### config.mk
export PLATFORM = sky130hd
export DESIGN_NAME = frac_baud_gen
export DESIGN_NICKNAME = d
export VERILOG_FILES = /design/src/rtl/frac_baud_gen.sv
export SDC_FILE = /design/constraint.sdc
export NUM_CORES = 1
export LEC_CHECK = 0
export BUFFER_PORTS_ARGS = -buffer_cell sky130_fd_sc_hd__buf_2
export CAP_MARGIN = 0
export CORE_MARGIN = 2
export CORE_UTILIZATION = 60
export DETAILED_ROUTE_END_ITERATION = 6
export GPL_TIMING_DRIVEN = 1
export MAX_ROUTING_LAYER = met4
export PLACE_DENSITY = 0.78
export SYNTH_ARGS = -nofsm -noshare
export SYNTH_HDL_FRONTEND = slang
export SYNTH_SLANG_ARGS = --single-unit
### constraint.sdc
create_clock -name clk -period 14.9 [get_ports clk]
set_input_delay 4.47 -clock clk [delete_from_list [all_inputs] [get_ports clk]]
set_output_delay 4.47 -clock clk [all_outputs]
set_load 0.02 [all_outputs]
### src/rtl/frac_baud_gen.sv
module frac_baud_gen #(
  parameter int DIV_W = 16
) (
  input  logic             clk,
  input  logic             rst_n,
  input  logic             hold,
  input  logic             ovs_mode,
  input  logic [DIV_W-1:0] div_val,
  input  logic [2:0]       bit_mod,
  input  logic [3:0]       smp_mod,
  input  logic             start_sync,
  output logic             bit_tick,
  output logic             smp_tick,
  output logic [2:0]       vote
);
  localparam int CNT_W   = DIV_W + 1;
  localparam int SMP_MID = 7;

  function automatic logic step8(input logic [2:0] s, input logic [2:0] i);
    logic [6:0] a, b;
    a = (7'(i) + 7'd1) * 7'(s);
    b = 7'(i) * 7'(s);
    return a[6:3] != b[6:3];
  endfunction

  function automatic logic step16(input logic [3:0] s, input logic [3:0] j);
    logic [8:0] a, b;
    a = (9'(j) + 9'd1) * 9'(s);
    b = 9'(j) * 9'(s);
    return a[8:4] != b[8:4];
  endfunction

  logic             c_os;
  logic [DIV_W-1:0] c_div;
  logic [2:0]       c_bm;
  logic [3:0]       c_sm;

  always_ff @(posedge clk or negedge rst_n)
    if (!rst_n) begin
      c_os  <= 1'b0;
      c_div <= '0;
      c_bm  <= '0;
      c_sm  <= '0;
    end else if (hold) begin
      c_os  <= ovs_mode;
      c_div <= div_val;
      c_bm  <= bit_mod;
      c_sm  <= smp_mod;
    end

  logic [CNT_W-1:0] cnt;
  logic [3:0]       sidx;
  logic [2:0]       bidx;
  logic             tail;

  logic             bm_on, sm_on, bypass;
  logic [CNT_W-1:0] lf_len, per, mid;
  logic             lf_end, os_smp, os_end;

  assign bm_on  = step8(c_bm, bidx);
  assign sm_on  = step16(c_sm, sidx);
  assign bypass = c_div < DIV_W'(2);
  assign lf_len = ((c_div < DIV_W'(3)) ? CNT_W'(3) : CNT_W'(c_div)) + CNT_W'(bm_on);
  assign per    = bypass ? CNT_W'(1) : CNT_W'(c_div) + CNT_W'(sm_on);
  assign mid    = lf_len >> 1;
  assign lf_end = cnt == lf_len - CNT_W'(1);
  assign os_smp = !tail && (cnt == per - CNT_W'(1));
  assign os_end = tail || (os_smp && sidx == 4'd15 && !bm_on);

  always_ff @(posedge clk or negedge rst_n)
    if (!rst_n) begin
      cnt  <= '0;
      sidx <= '0;
      bidx <= '0;
      tail <= 1'b0;
    end else if (hold || start_sync) begin
      cnt  <= '0;
      sidx <= '0;
      bidx <= '0;
      tail <= 1'b0;
    end else if (!c_os) begin
      if (lf_end) begin
        cnt  <= '0;
        bidx <= bidx + 3'd1;
      end else begin
        cnt <= cnt + CNT_W'(1);
      end
    end else if (tail) begin
      tail <= 1'b0;
      bidx <= bidx + 3'd1;
    end else if (os_smp) begin
      cnt  <= '0;
      sidx <= sidx + 4'd1;
      if (sidx == 4'd15) begin
        if (bm_on) tail <= 1'b1;
        else       bidx <= bidx + 3'd1;
      end
    end else begin
      cnt <= cnt + CNT_W'(1);
    end

  assign bit_tick = !hold && (c_os ? os_end : lf_end);
  assign smp_tick = !hold && c_os && os_smp;

  always_comb
    for (int k = 0; k < 3; k++)
      if (hold)
        vote[k] = 1'b0;
      else if (c_os)
        vote[k] = os_smp && (sidx == 4'(SMP_MID - 1 + k));
      else
        vote[k] = cnt == mid + CNT_W'(k) - CNT_W'(1);

  p_vote_onehot_r6: assert property (@(posedge clk) disable iff (!rst_n || hold)
    $onehot0(vote));

  p_vote_order_r6: assert property (@(posedge clk) disable iff (!rst_n || hold)
    !c_os && vote[0] && !start_sync |=> vote[1]);

  p_min_bit_r5: assert property (@(posedge clk) disable iff (!rst_n || hold)
    !c_os && bit_tick && !start_sync |=> !bit_tick);

  p_tail_r8: assert property (@(posedge clk) disable iff (!rst_n || hold)
    c_os && bit_tick && !smp_tick |-> $past(smp_tick));

  p_bypass_r9: assert property (@(posedge clk) disable iff (!rst_n || hold)
    c_os && bypass && !bit_tick |-> smp_tick);

  p_vote_mid_r10: assert property (@(posedge clk) disable iff (!rst_n || hold)
    c_os && vote[2] |-> !bit_tick);
endmodule

==> results.json, run 1 <==
{
  "outcome": "complete, no violations",
  "finalCritPeriodShare_pct": 88.3,
  "yosysSeqAreaShare_pct": 16.9,
  "groute.usage.overall_pct": 33.0,
  "clock_path_buffers": 2,
  "cts_resized": 0,
  "clock_sinks": 49,
  "finalCriticalPeriod_ns": 13.15,
  "dr_total_vias": 6857,
  "power_density_nw_per_um2": 56.0,
  "worst_ir_drop_vdd_uv": 61.5,
  "critPathCaptureType": "output port",
  "reg2reg_depth": 28,
  "cp_top_family": "simple AND/OR/NAND/NOR gates",
  "ys_warn_count": 0,
  "port_buffers": 32,
  "clk_pin_slew_worst_paths_ns": 0.07,
  "slowest_delay_ns": 0.82,
  "clk_latency_ns": 0.30,
  "syn_nets": 994,
  "routedWlPerCell_um": 19.3,
  "required_ns": 10.43,
  "synthArstFlopShare_pct": 100,
  "ys_ff_latch": 49,
  "r2r_start": "sidx[0]",
  "coreArea_um2": 11900,
  "rsz0062_at_grt": "false",
  "synth_most_common_cell": "xnor2_1",
  "drive_gt1_share_pct": 10.3,
  "start_util_pct": 60.9,
  "syn_avg_cell_area_um2": 7.97,
  "maxCapViolations": 0,
  "grt_max_degree": 50,
  "reg2reg_slack_ns": 6.64,
  "hpwl_um": 15400,
  "via_per_inst": 6.57,
  "pre_cts_ws_ns": 2.22,
  "hold_path_class": "flop to flop",
  "grt_overflow_total": 0,
  "cts_root_buffer": "clkbuf_16",
  "grt_pass1_wl_um": 32900,
  "startpoint": "sidx[0]",
  "postLayoutSetupSlackWorst_ns": 1.75,
  "die_y_um": 114,
  "grt_pass1_vias": 6303,
  "rows": 40,
  "cts_tree": "built",
  "cp_max_fo": 10,
  "synth_ff_type": "dfrtp_1",
  "antenna_cells": 0,
  "nets": 979,
  "yosysUniqueCellTypes": 80,
  "ys_top_cells_by_count": "xnor2_1 (87), nand2_1 (80), nor2_1 (51)",
  "numCtsBuffers": 5,
  "first_pass_iters": 5,
  "synth_enable_flop_cells": 0,
  "arrival_ns": 8.68,
  "skew_ns": 0.0141,
  "cp-endpoint": "vote[1]",
  "io_pins": 33,
  "tightest_slew_ns": 0.948,
  "r2r_end": "cnt[12]",
  "post_cts_buffers": 0,
  "slowest_stage": "nor4_1",
  "relSlewSlack_pct": 36.4,
  "p_leak_nw": 2.99,
  "critPathKind": "flop to output port",
  "drt_iter0_drc": 579,
  "critPathLaunchType": "flop",
  "syn_inst": 910,
  "area_growth_syn_to_layout_pct": 3.23,
  "yosysTopAreaCellShare_pct": 16.9,
  "synth_top_cell_by_area": "dfrtp_1",
  "synthTopCellsByArea": "dfrtp_1 (17%), xnor2_1 (11%), ha_1 (7.4%)",
  "drt.antenna.violating_nets": 0,
  "dieArea_um2": 13000,
  "netlist_area_um2": 7250,
  "htree_levels": 2,
  "die_w_um": 114,
  "hold_buffers": 0,
  "routed_wl_um": 20100,
  "antenna_found_initial": 0,
  "crit_cells": 30,
  "gp_congestion": 1.02,
  "hold_viol": 0,
  "drv_slew": 0,
  "fin_setup_tns_ns": 0,
  "finalSetupViolCount": 0,
  "drc": 0,
  "critPathBufInv": 2,
  "achievable-frequency_ghz": 0.0760
}
## worst min-delay path by stage
| stage | start | end | slack, ns | cells past startpoint |
|---|---|---|---|---|
| after floorplan | c_div[0] | c_div[0] | 0.50 | 1 |
| after global placement | bidx[1] | bidx[1] | 0.58 | 2 |
| after detailed placement | bidx[1] | bidx[1] | 0.61 | 2 |
| after CTS | bidx[1] | bidx[1] | 0.61 | 2 |
| after global routing | c_div[0] | c_div[0] | 0.63 | 1 |
| final | bidx[1] | bidx[1] | 0.62 | 2 |
## worst register-to-register path: cells and delay by family, from the launching register on
kind            cells  cell delay [ns]
simple gates        9             2.63
fa+ha+maj           6             2.14
compound gates      9             2.03
xor+xnor            3             0.80
flops               1             0.49
buf+inv             1             0.06
## report_power, final
| group | leakage, nW | internal, mW | total, mW | switching [mW] |
|---|---|---|---|---|
| Sequential | 0.631 | 0.140 | 0.162 | 0.0225 |
| Clock | 0.0652 | 0.0627 | 0.114 | 0.0517 |
| Combinational | 2.29 | 0.0588 | 0.142 | 0.0837 |
## cell families after synthesis
logic type,synth area share [%]
mux,5.40
buf+inv,5.47
flops,16.9
compound gates,18.0
fa+ha+maj,11.0
simple gates,28.6
xor+xnor,14.7
## area by class of cell
class                      count  area, um^2
sequential                    49        1230
timing repair buffer          34         175
inverter                      36         135
multi-input combinational    769        5630
fill                        1089        4430
clock buffer                   8         136
tap                          147         184
## through the flow
stage          cell area, um^2  total power [mW]  instances  util, %  hold WS [ns]
3_3_place_gp              7350             0.301       1035     61.7         0.583
5_1_grt                   7480             0.442       1043     62.8         0.632
6_report                  7480             0.419       1043     62.8         0.623
4_1_cts                   7480             0.418       1043     62.8         0.614
2_1_floorplan             7250             0.268        910        -         0.502
3_5_place_dp              7350             0.302       1035     61.7         0.606
## routing by layer
metal  wire length, um  GRT usage, %  part of all wire, %
met4               643          10.8                  3.2
met3              1650          5.42                  8.2
met1              9020          44.7                   45
met2              8820          50.4                   44
met5                 0             -                    0
## sequential cells by signal (all words and copies together), names as in the netlist
signal and flops:
tail 1, c_bm 3, c_os 1, bidx 3, sidx 4, c_sm 4
c_div 16, cnt 17
## cell usage in the layout (no fill, tap or decap), drive strengths merged, types with 7 or more instances in the layout
master and count:
and3 19, ha 43, xor2 30, or4 8, clkbuf 8, nand2 80
or3 16, xnor2 88, nand3 45, fa 13, a21oi 27, and4 7
nor4 17, a211oi 10, nor2 51, o21ai 34, dfrtp 49, mux2 25
buf 34, and2 37, inv 36, nor3 31, nor2b 16, mux2i 11
nand4 22, o31ai 18, or2 12, a22o 13
Power figures use the tool's default switching activity.
==> run 2: changes to the inputs <==
--- a/config.mk
+++ b/config.mk
@@ -11,7 +11,6 @@
 export CORE_UTILIZATION = 60
 export DETAILED_ROUTE_END_ITERATION = 6
 export GPL_TIMING_DRIVEN = 1
-export MAX_ROUTING_LAYER = met4
 export PLACE_DENSITY = 0.78
 export SYNTH_ARGS = -nofsm -noshare
 export SYNTH_HDL_FRONTEND = slang
==> run 2 against run 1 <==
Sequential power barely moved. Clock power up 7%. Clock skew about the same. Non-clock buffer count did not move. Highest routed layer unchanged. Cell count did not move. Via count fell by 0.50%. Register-to-register slack got worse by 0.07 ns. Combinational power barely moved. Critical path depth unchanged. Total power grew 1.4%. Cell area is 0.13% higher. First-iteration DRC count fell by 4.8%.
==> results.json, run 2 (synthesis results as in run 1) <==
{
  "routedWlPerCell_um": 19.2,
  "port_buffers": 32,
  "via_per_inst": 6.54,
  "finalCriticalPeriod_ns": 13.17,
  "hp-start": "bidx[1]",
  "reg2reg_slack_ns": 6.57,
  "gp_congestion": 0.967,
  "post_cts_buffers": 0,
  "rows": 40,
  "reg2reg_depth": 28,
  "p_sw_mw": 0.164,
  "critPathBufInv": 2,
  "p_seq_share_pct": 38.1,
  "clock_path_buffers": 2,
  "worst_ir_drop_vdd_uv": 41.6,
  "area_growth_syn_to_layout_pct": 3.37,
  "cp_max_fo": 10,
  "htree_levels": 2,
  "fin_setup_tns_ns": 0,
  "numCtsBuffers": 5,
  "rsz0062_at_grt": "false",
  "drt.antenna.violating_nets": 0,
  "first_pass_iters": 5,
  "cts_tree": "built",
  "cp_top_family": "simple AND/OR/NAND/NOR gates",
  "crit_cells": 30,
  "grt_pass1_vias": 6336,
  "dp.cells": 1035,
  "p_int_mw": 0.261,
  "routed_wl_um": 20100,
  "die_w_um": 114,
  "p_leak_nw": 2.99,
  "outcome": "complete, no violations",
  "power_density_nw_per_um2": 56.7,
  "io_pins": 33,
  "tightest_slew_ns": 0.963,
  "dieArea_um2": 13000,
  "hold_viol": 0,
  "antenna_found_initial": 0,
  "p_clk_share_pct": 28.8,
  "largest_reg_flops": 17,
  "cts_root_buffer": "clkbuf_16",
  "drt_iter0_drc": 551,
  "min_to": "bidx[1]",
  "clock_sinks": 49,
  "whs_path_depth": 2,
  "relSlewSlack_pct": 35.4,
  "final_common_cell": "xnor2_1",
  "clk_pin_slew_worst_paths_ns": 0.08,
  "clk_latency_ns": 0.32,
  "grt_max_degree": 50,
  "top_register": "cnt",
  "critPathCaptureType": "output port",
  "drive_gt1_share_pct": 10.6,
  "achievable-frequency_ghz": 0.0759,
  "comb_power_share_pct": 33.2,
  "die_y_um": 114,
  "hold_buffers": 0,
  "coreArea_um2": 11900,
  "hold_path_class": "flop to flop",
  "switching_share_pct": 38.5,
  "hpwl_um": 15400,
  "r2r_end": "cnt[7]",
  "instances_no_fill": 1043,
  "drv_slew": 0,
  "cts_resized": 0,
  "slowest_delay_ns": 0.72,
  "arrival_ns": 8.70,
  "top_regs": "cnt: 17 flops, c_div: 16 flops",
  "skew_ns": 0.0138,
  "nets": 979,
  "maxCapViolations": 0,
  "critPathLaunchType": "flop",
  "dr_total_vias": 6823,
  "finalSetupViolCount": 0,
  "groute.usage.overall_pct": 31.9,
  "grt_overflow_total": 0,
  "grt_pass1_wl_um": 32700,
  "finalCritPeriodShare_pct": 88.4,
  "antenna_cells": 0,
  "final_cell_mix": "xnor2_1 (87), nand2_1 (80), nor2_1 (51)",
  "slowest_stage": "nor4_1",
  "critPathKind": "flop to output port",
  "r2r_start": "sidx[0]",
  "start_util_pct": 60.9,
  "drc": 0,
  "required_ns": 10.43
}
-- run 2: cell count changes in the layout (fill, tap and decap cells not counted), sizes merged --
cell,delta
clkbuf,-3
clkinv,+1
clkinvlp,+1
inv,+1
-- run 2: area by class of cell --
cell class / instances / area [um^2]
Clock buffer: 5 / 125
Clock inverter: 3 / 21.3
Timing Repair Buffer: 34 / 175
Inverter: 36 / 135
Tap cell: 147 / 184
Multi-Input combinational cell: 769 / 5630
Fill cell: 1052 / 4420
Sequential cell: 49 / 1230
-- run 2: how the worst max path moves through the flow --
stage	endpoint	start
2_1_floorplan	vote[2]	sidx[0]
3_3_place_gp	vote[1]	sidx[0]
3_5_place_dp	vote[1]	sidx[0]
4_1_cts	vote[1]	sidx[0]
5_1_grt	vote[1]	sidx[0]
6_report	vote[1]	sidx[0]
-- run 2: tightest hold or removal path, delay by kind of cell (launching register included) --
| kind | cells | cell delay (ns) |
|---|---|---|
| flip-flops | 1 | 0.44 |
| AND/OR/NAND/NOR | 1 | 0.08 |
| multiplexers | 1 | 0.06 |
-- run 2: per-stage QoR --
stage                     worst slack [ns]  total power, mW  area (um^2)  util (%)  hold WS (ns)
after detailed placement              2.24            0.301         7350      61.7         0.597
after CTS                             1.88            0.424         7490      62.9         0.607
after global routing                  1.03            0.448         7490      62.9         0.627
final                                 1.73            0.425         7490      62.9         0.615
after global placement                2.47            0.301         7350      61.7         0.583
after floorplan                       3.20            0.268         7250         -         0.502
-- run 2: metal layers --
| metal | routed length, um | up-vias | share of wire (%) | global-route usage (%) |
|---|---|---|---|---|
| met4 | 757 | 0 | 3.8 | 13.0 |
| li1 | - | 3270 | - | - |
| met1 | 8890 | 3230 | 44 | 43.9 |
| met3 | 1770 | 45 | 8.8 | 7.39 |
| met5 | 0 | - | 0 | 0 |
| met2 | 8650 | 278 | 43 | 48.4 |
-- run 2: power groups by stage --
| stage | logic [mW] | clock network [mW] | registers [mW] |
|---|---|---|---|
| global route | 0.155 | 0.130 | 0.163 |
| finish | 0.141 | 0.122 | 0.162 |
| detailed placement | 0.138 | 0 | 0.163 |
| floorplan | 0.121 | 0 | 0.147 |
| CTS | 0.139 | 0.124 | 0.161 |
| global placement | 0.137 | 0 | 0.164 |
==> run 3: changes to the inputs <==
--- a/config.mk
+++ b/config.mk
@@ -11,7 +11,7 @@
 export CORE_UTILIZATION = 60
 export DETAILED_ROUTE_END_ITERATION = 6
 export GPL_TIMING_DRIVEN = 1
-export PLACE_DENSITY = 0.78
+export PLACE_DENSITY = 0.82
 export SYNTH_ARGS = -nofsm -noshare
 export SYNTH_HDL_FRONTEND = slang
 export SYNTH_SLANG_ARGS = --single-unit
==> run 3 against run 2 <==
First-iteration DRC count is 24% higher. Non-clock buffer count stayed put. Utilization hardly changed. Clock power hardly changed. Combinational power hardly changed. Total power is 0.45% lower. Via count is 2.1% higher. Count of clock-buffer cells in the layout stayed put. Global-route usage is 0.38 points lower. Die area stayed put. Flip-flop and latch count stayed put. Clock skew is 0.0061 ns lower.
==> results.json, run 3 (synthesis results as in run 1) <==
{
  "clock_path_buffers": 2,
  "outcome": "complete, no violations",
  "hold_buffers": 0,
  "cts_tree": "built",
  "die_y_um": 114,
  "postLayoutSetupSlackWorst_ns": 1.91,
  "skew_ns": 0.00773,
  "antenna_found_initial": 0,
  "rows": 40,
  "drt_iter0_drc": 683,
  "cp_top_family": "simple AND/OR/NAND/NOR gates",
  "worst_ir_drop_vdd_uv": 39.3,
  "clk_latency_ns": 0.31,
  "dieArea_um2": 13000,
  "routed_wl_um": 19800,
  "groute.usage.overall_pct": 31.5,
  "grt_overflow_total": 0,
  "tightest_slew_ns": 0.972,
  "fin_setup_tns_ns": 0,
  "cts_root_buffer": "clkbuf_16",
  "drt.antenna.violating_nets": 0,
  "die_w_um": 114,
  "drive_gt1_share_pct": 10.6,
  "grt_pass1_vias": 6498,
  "clk_pin_slew_worst_paths_ns": 0.07,
  "slowest_delay_ns": 0.64,
  "finalCriticalPeriod_ns": 12.99,
  "final_cell_mix": "xnor2_1 (87), nand2_1 (80), nor2_1 (51)",
  "critPathCaptureType": "output port",
  "gp_congestion": 1.02,
  "dr_total_vias": 6968,
  "first_pass_iters": 6,
  "routedWlPerCell_um": 19.0,
  "final_common_cell": "xnor2_1",
  "post_cts_buffers": 0,
  "pre_cts_ws_ns": 2.40,
  "achievable-frequency_ghz": 0.0770,
  "drc": 0,
  "p_leak_nw": 2.99,
  "power_density_nw_per_um2": 56.4,
  "hold_viol": 0,
  "finalSetupViolCount": 0,
  "fill_cells": 1075,
  "hold_path_class": "flop to flop",
  "numCtsBuffers": 5,
  "rsz0062_at_grt": "false",
  "hpwl_um": 15300,
  "io_pins": 33,
  "critPathKind": "flop to output port",
  "top_regs": "cnt: 17 flops, c_div: 16 flops",
  "drv_slew": 0,
  "slowest_stage": "nor4_1",
  "start_util_pct": 60.9,
  "relSlewSlack_pct": 34.8,
  "largest_reg_flops": 17,
  "coreArea_um2": 11900,
  "maxCapViolations": 0,
  "cp_max_fo": 10,
  "area_growth_syn_to_layout_pct": 3.31,
  "critPathLaunchType": "flop",
  "top_register": "cnt",
  "grt_max_degree": 50,
  "htree_levels": 2,
  "required_ns": 10.43,
  "critPathBufInv": 2,
  "grt_pass1_wl_um": 32400,
  "nets": 979,
  "antenna_cells": 0,
  "port_buffers": 32,
  "arrival_ns": 8.52,
  "critPathMostFrequentCell": "ha_1",
  "cts_resized": 0,
  "finalCritPeriodShare_pct": 87.2,
  "via_per_inst": 6.68,
  "clock_sinks": 49
}
## run 3: worst paths after layout
kind                          start  depth (start not counted)  slack [ns]        end
setup reg to reg            sidx[0]                         28        6.65    cnt[14]
max in group asynchronous     rst_n                          2       10.18    sidx[3]
hold / removal             c_div[0]                          1        0.62   c_div[0]
setup / recovery            sidx[0]                         30        1.91    vote[0]
min in group asynchronous     rst_n                          2        4.28  c_div[11]
hold reg to reg            c_div[0]                          1        0.62   c_div[0]
## run 3: routing by layer
layer	vias up	share of wire (%)	GRT usage (%)
met4	0	4.9	15.1
met3	74	7.4	5.15
met1	3281	43	42.4
li1	3297	-	-
met5	-	0	0
met2	316	45	49.5
## run 3: final cells by class
cell class,instances,area (um^2),area share [%]
tap,147,184,2.46
timing repair buffer,34,175,2.34
clock inverter,3,17.5,0.234
clock buffer,5,125,1.67
multi-input combinational,769,5630,75.1
sequential,49,1230,16.4
inverter,36,135,1.80
## run 3: through the flow
step	utilization, %	power, mW	instances	area [um^2]	hold WS (ns)
6_report	62.9	0.423	1043	7490	0.616
3_5_place_dp	61.7	0.301	1035	7350	0.604
2_1_floorplan	-	0.268	910	7250	0.502
3_3_place_gp	61.7	0.299	1035	7350	0.591
5_1_grt	62.9	0.445	1043	7490	0.637
4_1_cts	62.9	0.421	1043	7490	0.621
## run 3: power by group
| group | total [mW] | switching [mW] | internal (mW) |
|---|---|---|---|
| Sequential | 0.161 | 0.0220 | 0.139 |
| Combinational | 0.142 | 0.0828 | 0.0587 |
| Clock | 0.120 | 0.0577 | 0.0619 |
